==> src/rtl/rtc_port_pkg.sv <==
package rtc_port_pkg;
  localparam int DATA_W    = 8;
  localparam int IDX_W     = 7;
  localparam int NUM_TIME  = 10;
  localparam int IDX_CTL_A = 10;
  localparam int IDX_CTL_B = 11;
  localparam int IDX_FLAGS = 12;
  localparam int IDX_STAT  = 13;
  localparam int NUM_EVT   = 3;
  // event order in the flag vector: [2]=periodic [1]=alarm [0]=update-ended
  localparam int EVT_LSB   = 4;

  typedef enum logic [2:0] {
    SRC_NONE, SRC_TIME, SRC_CTL_A, SRC_CTL_B, SRC_FLAGS, SRC_STAT
  } rd_src_e;
endpackage

==> src/rtl/rtc_index_decode.sv <==
module rtc_index_decode
  import rtc_port_pkg::*;
#(
  parameter int IW = IDX_W
) (
  input  logic          clk,
  input  logic          rst_n,
  input  logic          load_i,
  input  logic [IW-1:0] idx_d_i,
  output logic [IW-1:0] idx_q_o,
  output rd_src_e       src_o
);
  always_ff @(posedge clk or negedge rst_n) begin
    if (!rst_n)      idx_q_o <= '0;
    else if (load_i) idx_q_o <= idx_d_i;
  end

  always_comb begin
    if (idx_q_o < IW'(NUM_TIME))        src_o = SRC_TIME;
    else if (idx_q_o == IW'(IDX_CTL_A)) src_o = SRC_CTL_A;
    else if (idx_q_o == IW'(IDX_CTL_B)) src_o = SRC_CTL_B;
    else if (idx_q_o == IW'(IDX_FLAGS)) src_o = SRC_FLAGS;
    else if (idx_q_o == IW'(IDX_STAT))  src_o = SRC_STAT;
    else                                src_o = SRC_NONE;
  end
endmodule

==> src/rtl/rtc_ctrl_store.sv <==
module rtc_ctrl_store
  import rtc_port_pkg::*;
#(
  parameter int          DW      = DATA_W,
  parameter logic [DW-2:0] A_RESET = 7'h26
) (
  input  logic          clk,
  input  logic          rst_n,
  input  logic          wr_a_i,
  input  logic          wr_b_i,
  input  logic [DW-1:0] wdata_i,
  output logic [DW-2:0] ctl_a_o,
  output logic [DW-1:0] ctl_b_o
);
  always_ff @(posedge clk or negedge rst_n) begin
    if (!rst_n)      ctl_a_o <= A_RESET;
    else if (wr_a_i) ctl_a_o <= wdata_i[DW-2:0];
  end

  always_ff @(posedge clk or negedge rst_n) begin
    if (!rst_n)      ctl_b_o <= '0;
    else if (wr_b_i) ctl_b_o <= wdata_i;
  end
endmodule

==> src/rtl/rtc_flag_unit.sv <==
module rtc_flag_unit
  import rtc_port_pkg::*;
#(
  parameter int NE = NUM_EVT
) (
  input  logic          clk,
  input  logic          rst_n,
  input  logic [NE-1:0] set_i,
  input  logic [NE-1:0] en_i,
  input  logic          clr_i,
  output logic [NE-1:0] flag_o,
  output logic          sum_o
);
  for (genvar g = 0; g < NE; g++) begin : g_evt
    always_ff @(posedge clk or negedge rst_n) begin
      if (!rst_n)      flag_o[g] <= 1'b0;
      else if (set_i[g]) flag_o[g] <= 1'b1;   // a new event beats the clear
      else if (clr_i)  flag_o[g] <= 1'b0;
    end
  end

  assign sum_o = |(flag_o & en_i);
endmodule

==> src/rtl/rtc_regfile_port.sv <==
module rtc_regfile_port
  import rtc_port_pkg::*;
#(
  parameter int            DW      = DATA_W,
  parameter int            IW      = IDX_W,
  parameter logic [DW-2:0] A_RESET = 7'h26
) (
  input  logic          clk,
  input  logic          rst_n,
  input  logic          req_valid,
  output logic          req_ready,
  input  logic          req_port,
  input  logic          req_write,
  input  logic [DW-1:0] req_wdata,
  output logic          rsp_valid,
  output logic [DW-1:0] rsp_data,
  output logic [IW-1:0] tk_index,
  output logic          tk_wr_en,
  output logic [DW-1:0] tk_wdata,
  input  logic [DW-1:0] tk_rdata,
  input  logic          tk_uip,
  input  logic          tk_vrt,
  input  logic          tk_pf_set,
  input  logic          tk_af_set,
  input  logic          tk_uf_set,
  output logic [DW-2:0] ctrl_a,
  output logic [DW-1:0] ctrl_b,
  output logic          irq_n
);
  localparam int LOW_W = EVT_LSB;

  rd_src_e             src;
  logic                fire, idx_wr, dat_wr, dat_rd;
  logic [NUM_EVT-1:0]  evt_flags;
  logic                irq_sum;
  logic [DW-1:0]       rd_mux;

  assign req_ready = 1'b1;
  assign fire   = req_valid && req_ready;
  assign idx_wr = fire && !req_port && req_write;
  assign dat_wr = fire && req_port && req_write;
  assign dat_rd = fire && req_port && !req_write;

  rtc_index_decode #(.IW(IW)) u_dec (
    .clk(clk), .rst_n(rst_n), .load_i(idx_wr),
    .idx_d_i(req_wdata[IW-1:0]), .idx_q_o(tk_index), .src_o(src)
  );

  rtc_ctrl_store #(.DW(DW), .A_RESET(A_RESET)) u_ctl (
    .clk(clk), .rst_n(rst_n),
    .wr_a_i(dat_wr && src == SRC_CTL_A),
    .wr_b_i(dat_wr && src == SRC_CTL_B),
    .wdata_i(req_wdata), .ctl_a_o(ctrl_a), .ctl_b_o(ctrl_b)
  );

  rtc_flag_unit #(.NE(NUM_EVT)) u_flg (
    .clk(clk), .rst_n(rst_n),
    .set_i({tk_pf_set, tk_af_set, tk_uf_set}),
    .en_i(ctrl_b[EVT_LSB +: NUM_EVT]),
    .clr_i(dat_rd && src == SRC_FLAGS),
    .flag_o(evt_flags), .sum_o(irq_sum)
  );

  assign tk_wr_en = dat_wr && src == SRC_TIME;
  assign tk_wdata = req_wdata;
  assign irq_n    = !irq_sum;

  always_comb begin
    if (!req_port) begin
      rd_mux = {{(DW-IW){1'b0}}, tk_index};
    end else begin
      unique case (src)
        SRC_TIME:  rd_mux = tk_rdata;
        SRC_CTL_A: rd_mux = {tk_uip, ctrl_a};
        SRC_CTL_B: rd_mux = ctrl_b;
        SRC_FLAGS: rd_mux = {irq_sum, evt_flags, {LOW_W{1'b0}}};
        SRC_STAT:  rd_mux = {tk_vrt, {(DW-1){1'b0}}};
        default:   rd_mux = '0;
      endcase
    end
  end

  always_ff @(posedge clk or negedge rst_n) begin
    if (!rst_n) begin
      rsp_valid <= 1'b0;
      rsp_data  <= '0;
    end else begin
      rsp_valid <= fire && !req_write;
      if (fire && !req_write) rsp_data <= rd_mux;
    end
  end
endmodule

==> config.mk <==
export PLATFORM = sky130hd
export DESIGN_NAME = rtc_regfile_port
export DESIGN_NICKNAME = d
export VERILOG_FILES = /design/src/rtl/rtc_port_pkg.sv /design/src/rtl/rtc_index_decode.sv /design/src/rtl/rtc_ctrl_store.sv /design/src/rtl/rtc_flag_unit.sv /design/src/rtl/rtc_regfile_port.sv
export SDC_FILE = /design/constraint.sdc
export NUM_CORES = 1
export LEC_CHECK = 0
export CAP_MARGIN = 20
export CORE_ASPECT_RATIO = 0.6
export CORE_MARGIN = 2
export CORE_UTILIZATION = 40
export DETAILED_ROUTE_END_ITERATION = 6
export DONT_BUFFER_PORTS = 1
export SYNTH_ARGS = -nofsm -noshare
export SYNTH_HDL_FRONTEND = slang
export SYNTH_SLANG_ARGS = --single-unit
==> constraint.sdc <==
create_clock -name clk -period 1.7 [get_ports clk]
set_input_delay 0.255 -clock clk [delete_from_list [all_inputs] [get_ports clk]]
set_output_delay 0.255 -clock clk [all_outputs]
set_load 0.05 [all_outputs]
After elaboration in Yosys (flattened, before gate mapping)
Cells that the tools add are included.
Storage, ports and cells
  RAM bits: 0
  logic and storage cells: 47
  bits in latches: 0
  memories kept: 0
  ROM bits: 0
  bits in registers: 34
Cells by class
  reductions and logical operators: 17
  shift-type cells: 0
  $lt $le $gt $ge: 1
  add/sub/neg operators: 0
  multipliers: 0
  equality and inequality tests: 9
  divide/modulo/power cells: 0
  bitwise gates (word level): 1
  multiplexer cells: 11
Operators with widths (number)
  $pmux W8 S5: 1
  $eq A7 B4 Y1 const B: 4
  $mux W3: 5
  $logic_and A1 B1 Y1: 10
  $mux W8: 1
  $lt A7 B4 Y1 const B: 1
  $eq A3 B2 Y1 const B: 2
  $eq A3 B3 Y1 const B: 2
  $reduce_bool A2 Y1: 3
  $mux W1: 4
  $and A3 B3 Y3: 1
  $eq A3 B1 Y1 const B: 1
  $logic_not A1 Y1: 3
  $reduce_or A3 Y1: 1

Longest topological paths before layout
  depth in word-level cells: 10
  depth in mapped cells: 6
  depth with buffers taken out: 4

Modules after synthesis
A second synthesis with hierarchy kept.
Unflattened totals
  cells, all modules: 151
  area total of the unflattened synthesis: 1904.3 sq um
Modules (own cells, without submodules)
  rtc_regfile_port: times used 1, area each 819.5 sq um, sequential area each 225.2 sq um, cells each 87
  rtc_ctrl_store: times used 1, area each 626.9 sq um, sequential area each 379.1 sq um, cells each 32
  rtc_index_decode: times used 1, area each 341.6 sq um, sequential area each 175.2 sq um, cells each 23
  rtc_flag_unit: times used 1, area each 116.4 sq um, sequential area each 75.1 sq um, cells each 9

Worst setup path after synthesis
Ideal clock, no wire load.
  kind: reg-to-reg
  start: reg u_ctl.ctl_b_o[6]
  end: reg rsp_data[7]
  cell stages (with the launch flop): 5
  data arrival time: 2.408 ns
  setup slack: -0.837 ns
  path buffers: 0
  data required time: 1.571 ns
  cell sequence: dfrtp_1 -> a222oi_1 -> a21oi_1 -> nand4_1 -> nand3_1
Between the ends
  cells in the longest elaborated chain, start to end: 4
Ends and longest elaborated chain
  start: declaration: RTL line rtc_ctrl_store.sv:13  | output logic [DW-1:0] ctl_b_o
  start signal: assignment: RTL line rtc_ctrl_store.sv:22  | else if (wr_b_i) ctl_b_o <= wdata_i;
  $and A3 B3 Y3: RTL line rtc_flag_unit.sv:22  | assign sum_o = |(flag_o & en_i);
  $reduce_or A3 Y1: RTL line rtc_flag_unit.sv:22
  $pmux W8 S5: RTL line rtc_regfile_port.sv:72  | unique case (src)
  $mux W8: RTL line rtc_regfile_port.sv:69  | if (!req_port) begin
  end signal: assignment: RTL line rtc_regfile_port.sv:89  | if (fire && !req_write) rsp_data <= rd_mux;
  end: declaration: RTL line rtc_regfile_port.sv:16  | output logic [DW-1:0] rsp_data,
No other way between the ends.
A chain may end at the register's enable or synchronous reset.

Worst setup path in the final report
  start: reg u_dec.idx_q_o[4]
  end: reg u_ctl.ctl_b_o[0]
Between the ends
  cells in the longest elaborated chain, start to end: 8
Ends and longest elaborated chain
  start: declaration: RTL line rtc_index_decode.sv:10  | output logic [IW-1:0] idx_q_o,
  start signal: assignment: RTL line rtc_index_decode.sv:15  | else if (load_i) idx_q_o <= idx_d_i;
  $eq A7 B4 Y1: RTL line rtc_index_decode.sv:23  | else if (idx_q_o == IW'(IDX_STAT)) src_o = SRC_STAT;
  $mux W3: RTL line rtc_index_decode.sv:23
  $mux W3: RTL line rtc_index_decode.sv:22  | else if (idx_q_o == IW'(IDX_FLAGS)) src_o = SRC_FLAGS;
  $mux W3: RTL line rtc_index_decode.sv:21  | else if (idx_q_o == IW'(IDX_CTL_B)) src_o = SRC_CTL_B;
  $mux W3: RTL line rtc_index_decode.sv:20  | else if (idx_q_o == IW'(IDX_CTL_A)) src_o = SRC_CTL_A;
  $mux W3 (*): RTL line rtc_index_decode.sv:19  | if (idx_q_o < IW'(NUM_TIME)) src_o = SRC_TIME;
  $eq A3 B2 Y1 (*): RTL line rtc_regfile_port.sv:52  | .wr_b_i(dat_wr && src == SRC_CTL_B),
  $logic_and A1 B1 Y1 (*): RTL line rtc_regfile_port.sv:52
Mark *: on every way between the ends. The rest lies on a longest branch, timed or not.

==> run_results.csv <==
group,metric,value,unit
die,rows,18,
routing,routed_wl,4801,µm
setup_path,critPathArrivalTime,1.93,ns
status,run_status,"finished, violations left",
clock_network,cts-root-buf,"clkbuf_8",
setup_path,critPathTopFamily,"simple AND/OR/NAND/NOR gates",
timing,finalCritPeriodShare,103.7,%
yosys,ys_ff_latch,34,
yosys,synth_cell_types,33,
routing,drc,0,
yosys,synth.most_common_cell,"dfrtp_1",
die,io_pins,68,
setup_path,crit_slowest_cell,"dfrtp_2",
yosys,syn-cell-area,1747,µm²
die,fp.dieH,55.19,µm
power,switchingPower,0.9597,mW
power,power_frac_comb,30.7,%
routing,first_pass_iters,6,
die,die_area,4929,µm²
grt,grt_first_pass_wirelength,7058,µm
setup_path,required,1.87,ns
power,p_leak,0.9962,nW
clock_network,cts_sinks,34,
min_path,min_path_cells,1,
placed_design,io_buffers,0,
setup_path,cp-start-kind,"register",
cells_and_area,final_cell_count_no_fill,251,
timing,slew_violations,0,
routing,drt-vias-per-instance,5.558,
power,pwr-share-clk,24.8,%
timing,setup_ws,-0.06318,ns
yosys,synthTopCellsByArea,"dfrtp_1 (44%), mux2_2 (14%), dfstp_2 (4.5%)",
placed_design,place_congestion,0.9296,
timing,fmax,567.2,MHz
cells_and_area,fill_cells,360,
flow_run,cap_violations,0,
clock_network,cts_tree,"built",
placed_design,dp_hpwl,3526,µm
power,p_int,1.524,mW
power,max-vdd-ir-drop,0.3855,mV
cells_and_area,post-route-util,56.43,%
setup_path,critPathMaxStageDelay,0.41,ns
placed_design,dp_cells,234,
grt,gr-total-overflow,0,
setup_path,path_depth,5,
setup_path,worstSetupPathType,"reg -> reg",
min_path,hp-class,"in -> reg",
timing,hold_violations,0,
cells_and_area,nets,216,
grt,antenna_found_initial,0,
routing,routedWlPerCell,19.13,µm
yosys,synth-main-ff-cell,"dfrtp_1",
cells_and_area,area_growth_syn_to_layout,33.88,%
yosys,synth_common_cells,"dfrtp_1 (31), mux2_2 (22), buf_4 (9), nand2_1 (9), nor3_1 (9)",
yosys,avgSynthCellArea,11.05,µm²
yosys,synth_top_area_share,44.41,%
setup_path,cp_max_fo,4,
clock_network,insertion_delay,0.28,ns
status,violations,"setup timing",
yosys,synth-seq-area-share,48.93,%
routing,ant_nets,0,
cells_and_area,diodes,0,
setup_path,crit_buf_inv,2,
grt,grt_pass1_vias,1347,
cells_and_area,drive_above_1_share,53.93,%
yosys,yosysWarnings,0,
yosys,synth.largest_area_cell,"dfrtp_1",
yosys,synthesis.nets,184,
die,initial_core_util,42.15,%
yosys,synth_edf_count,0,
grt,grt_usage,20.37,%
power,p_seq_share,44.5,%
die,core,4144,µm²
setup_path,path_cells,"or3_4 > buf_6 > nor4_4 > buf_4 > mux2_4",
grt,grt_max_degree,35,
setup_path,reg2regPathDepth,5,
timing,finalSetupViolations,13,
clock_network,cts-htree-levels,2,
clock_network,clk_pin_slew,0.07,ns
timing,period_minus_slack,1.763,ns
yosys,syn-instance-count,158,
timing,clock_skew,0.003169,ns
power,switching_share,38.64,%
routing,vias,1395,
power,pwr_density_cell,1062,nW/µm²
die,die_w,89.31,µm
clock_network,clock_path_buffers,2,
setup_path,endpoint_kind,"register",
routing,drt_iter0_markers,63,
yosys,async_flop_share,100.0,%
clock_network,cts_buffers,5,
timing,rsz0062_at_grt,"true",
[repair_timing]
action                                  4_1_cts  5_1_grt
gates cloned                                  0        0
buffers inserted                              6        1
endpoints found under the setup margin       17       27
resized for setup                            11       14
endpoints found under the hold margin        34        0
pin swaps                                     5        4
hold buffers                                  2        0
[area by class of cell]
type	instances	area [µm²]	share of cell area, %
timing repair buffer	44	385.4	16.48
clock inverter	1	5.005	0.2140
clock buffer	7	86.33	3.692
multi-input combinational	102	908.4	38.84
tap	60	75.07	3.210
inverter	3	11.26	0.4815
sequential	34	867.1	37.08
[through the flow]
step | total power, mW | setup WS, ns | hold WS [ns] | area, µm² | setup TNS [ns]
3_3_place_gp | 1.756 | -0.1046 | -0.03978 | 2073 | -1.136
3_5_place_dp | 1.770 | -0.1430 | -0.03969 | 2073 | -1.615
4_1_cts | 2.479 | -0.08666 | 0.05189 | 2283 | -0.4286
5_1_grt | 2.587 | -0.1071 | 0.05682 | 2338 | -1.648
2_1_floorplan | 1.658 | -0.7172 | -0.04059 | 1858 | -6.700
6_report | 2.484 | -0.06318 | 0.06162 | 2338 | -0.5208
[routing by layer]
| layer | vias up | part of all wire, % | global-route usage (%) |
|---|---|---|---|
| li1 | 625 | - | - |
| met1 | 696 | 42 | 26.36 |
| met2 | 69 | 45 | 30.25 |
| met3 | 5 | 13 | 9.199 |
| met4 | 0 | 0.75 | 7.463 |
| met5 | - | 0 | 0 |
[path summary, 6_finish.rpt]
check                            startpoint          endpoint  slack, ns
min in group asynchronous             rst_n       rsp_data[2]       0.42
max in group asynchronous             rst_n  u_ctl.ctl_a_o[2]       1.03
max                        u_dec.idx_q_o[4]  u_ctl.ctl_b_o[0]      -0.06
max reg2reg                u_dec.idx_q_o[4]  u_ctl.ctl_b_o[0]      -0.06
min reg2reg                 u_flg.flag_o[1]   u_flg.flag_o[1]       0.53
min                               tk_pf_set   u_flg.flag_o[2]       0.06
[cell usage in the layout (no fill, tap or decap), types with 4 or more instances in the layout]
| cell type | n |
|---|---|
| dfrtp_1 | 21 |
| nand3_1 | 4 |
| nand3b_1 | 5 |
| mux2_2 | 7 |
| a211oi_1 | 5 |
| nand2_1 | 7 |
| dfrtp_2 | 10 |
| mux2_4 | 15 |
| buf_4 | 36 |
| mux2i_1 | 6 |
| buf_6 | 4 |
| o31ai_1 | 4 |
| nor3_2 | 6 |
| clkbuf_8 | 6 |
| nor2_1 | 5 |
[power by group through the flow]
stage,Combinational [mW],Clock (mW),Sequential (mW)
global route,0.812,0.659,1.11
floorplan,0.372,0,1.29
CTS,0.741,0.634,1.10
global placement,0.644,0,1.11
finish,0.762,0.616,1.11
detailed placement,0.654,0,1.12
[kinds of logic (layout without fill, tap and decap cells)]
kind of cell / count (synthesis) / count (layout) / share of synthesized area [%]
AO/OA/AOI/OAI: 25 / 25 / 10.17
buffers and inverters: 22 / 55 / 6.805
flip-flops: 34 / 34 / 48.93
multiplexers: 28 / 28 / 17.62
other: 1 / 1 / 0.2147
AND/OR/NAND/NOR: 48 / 48 / 16.26
[registers in the layout (all words and copies together), names as in the netlist]
register and flops:
rsp_data 8, u_dec.idx_q_o 7, u_ctl.ctl_a_o 7, u_ctl.ctl_b_o 8, rsp_valid 1, u_flg.flag_o 3
No activity file was read; power rests on OpenSTA's default activity.
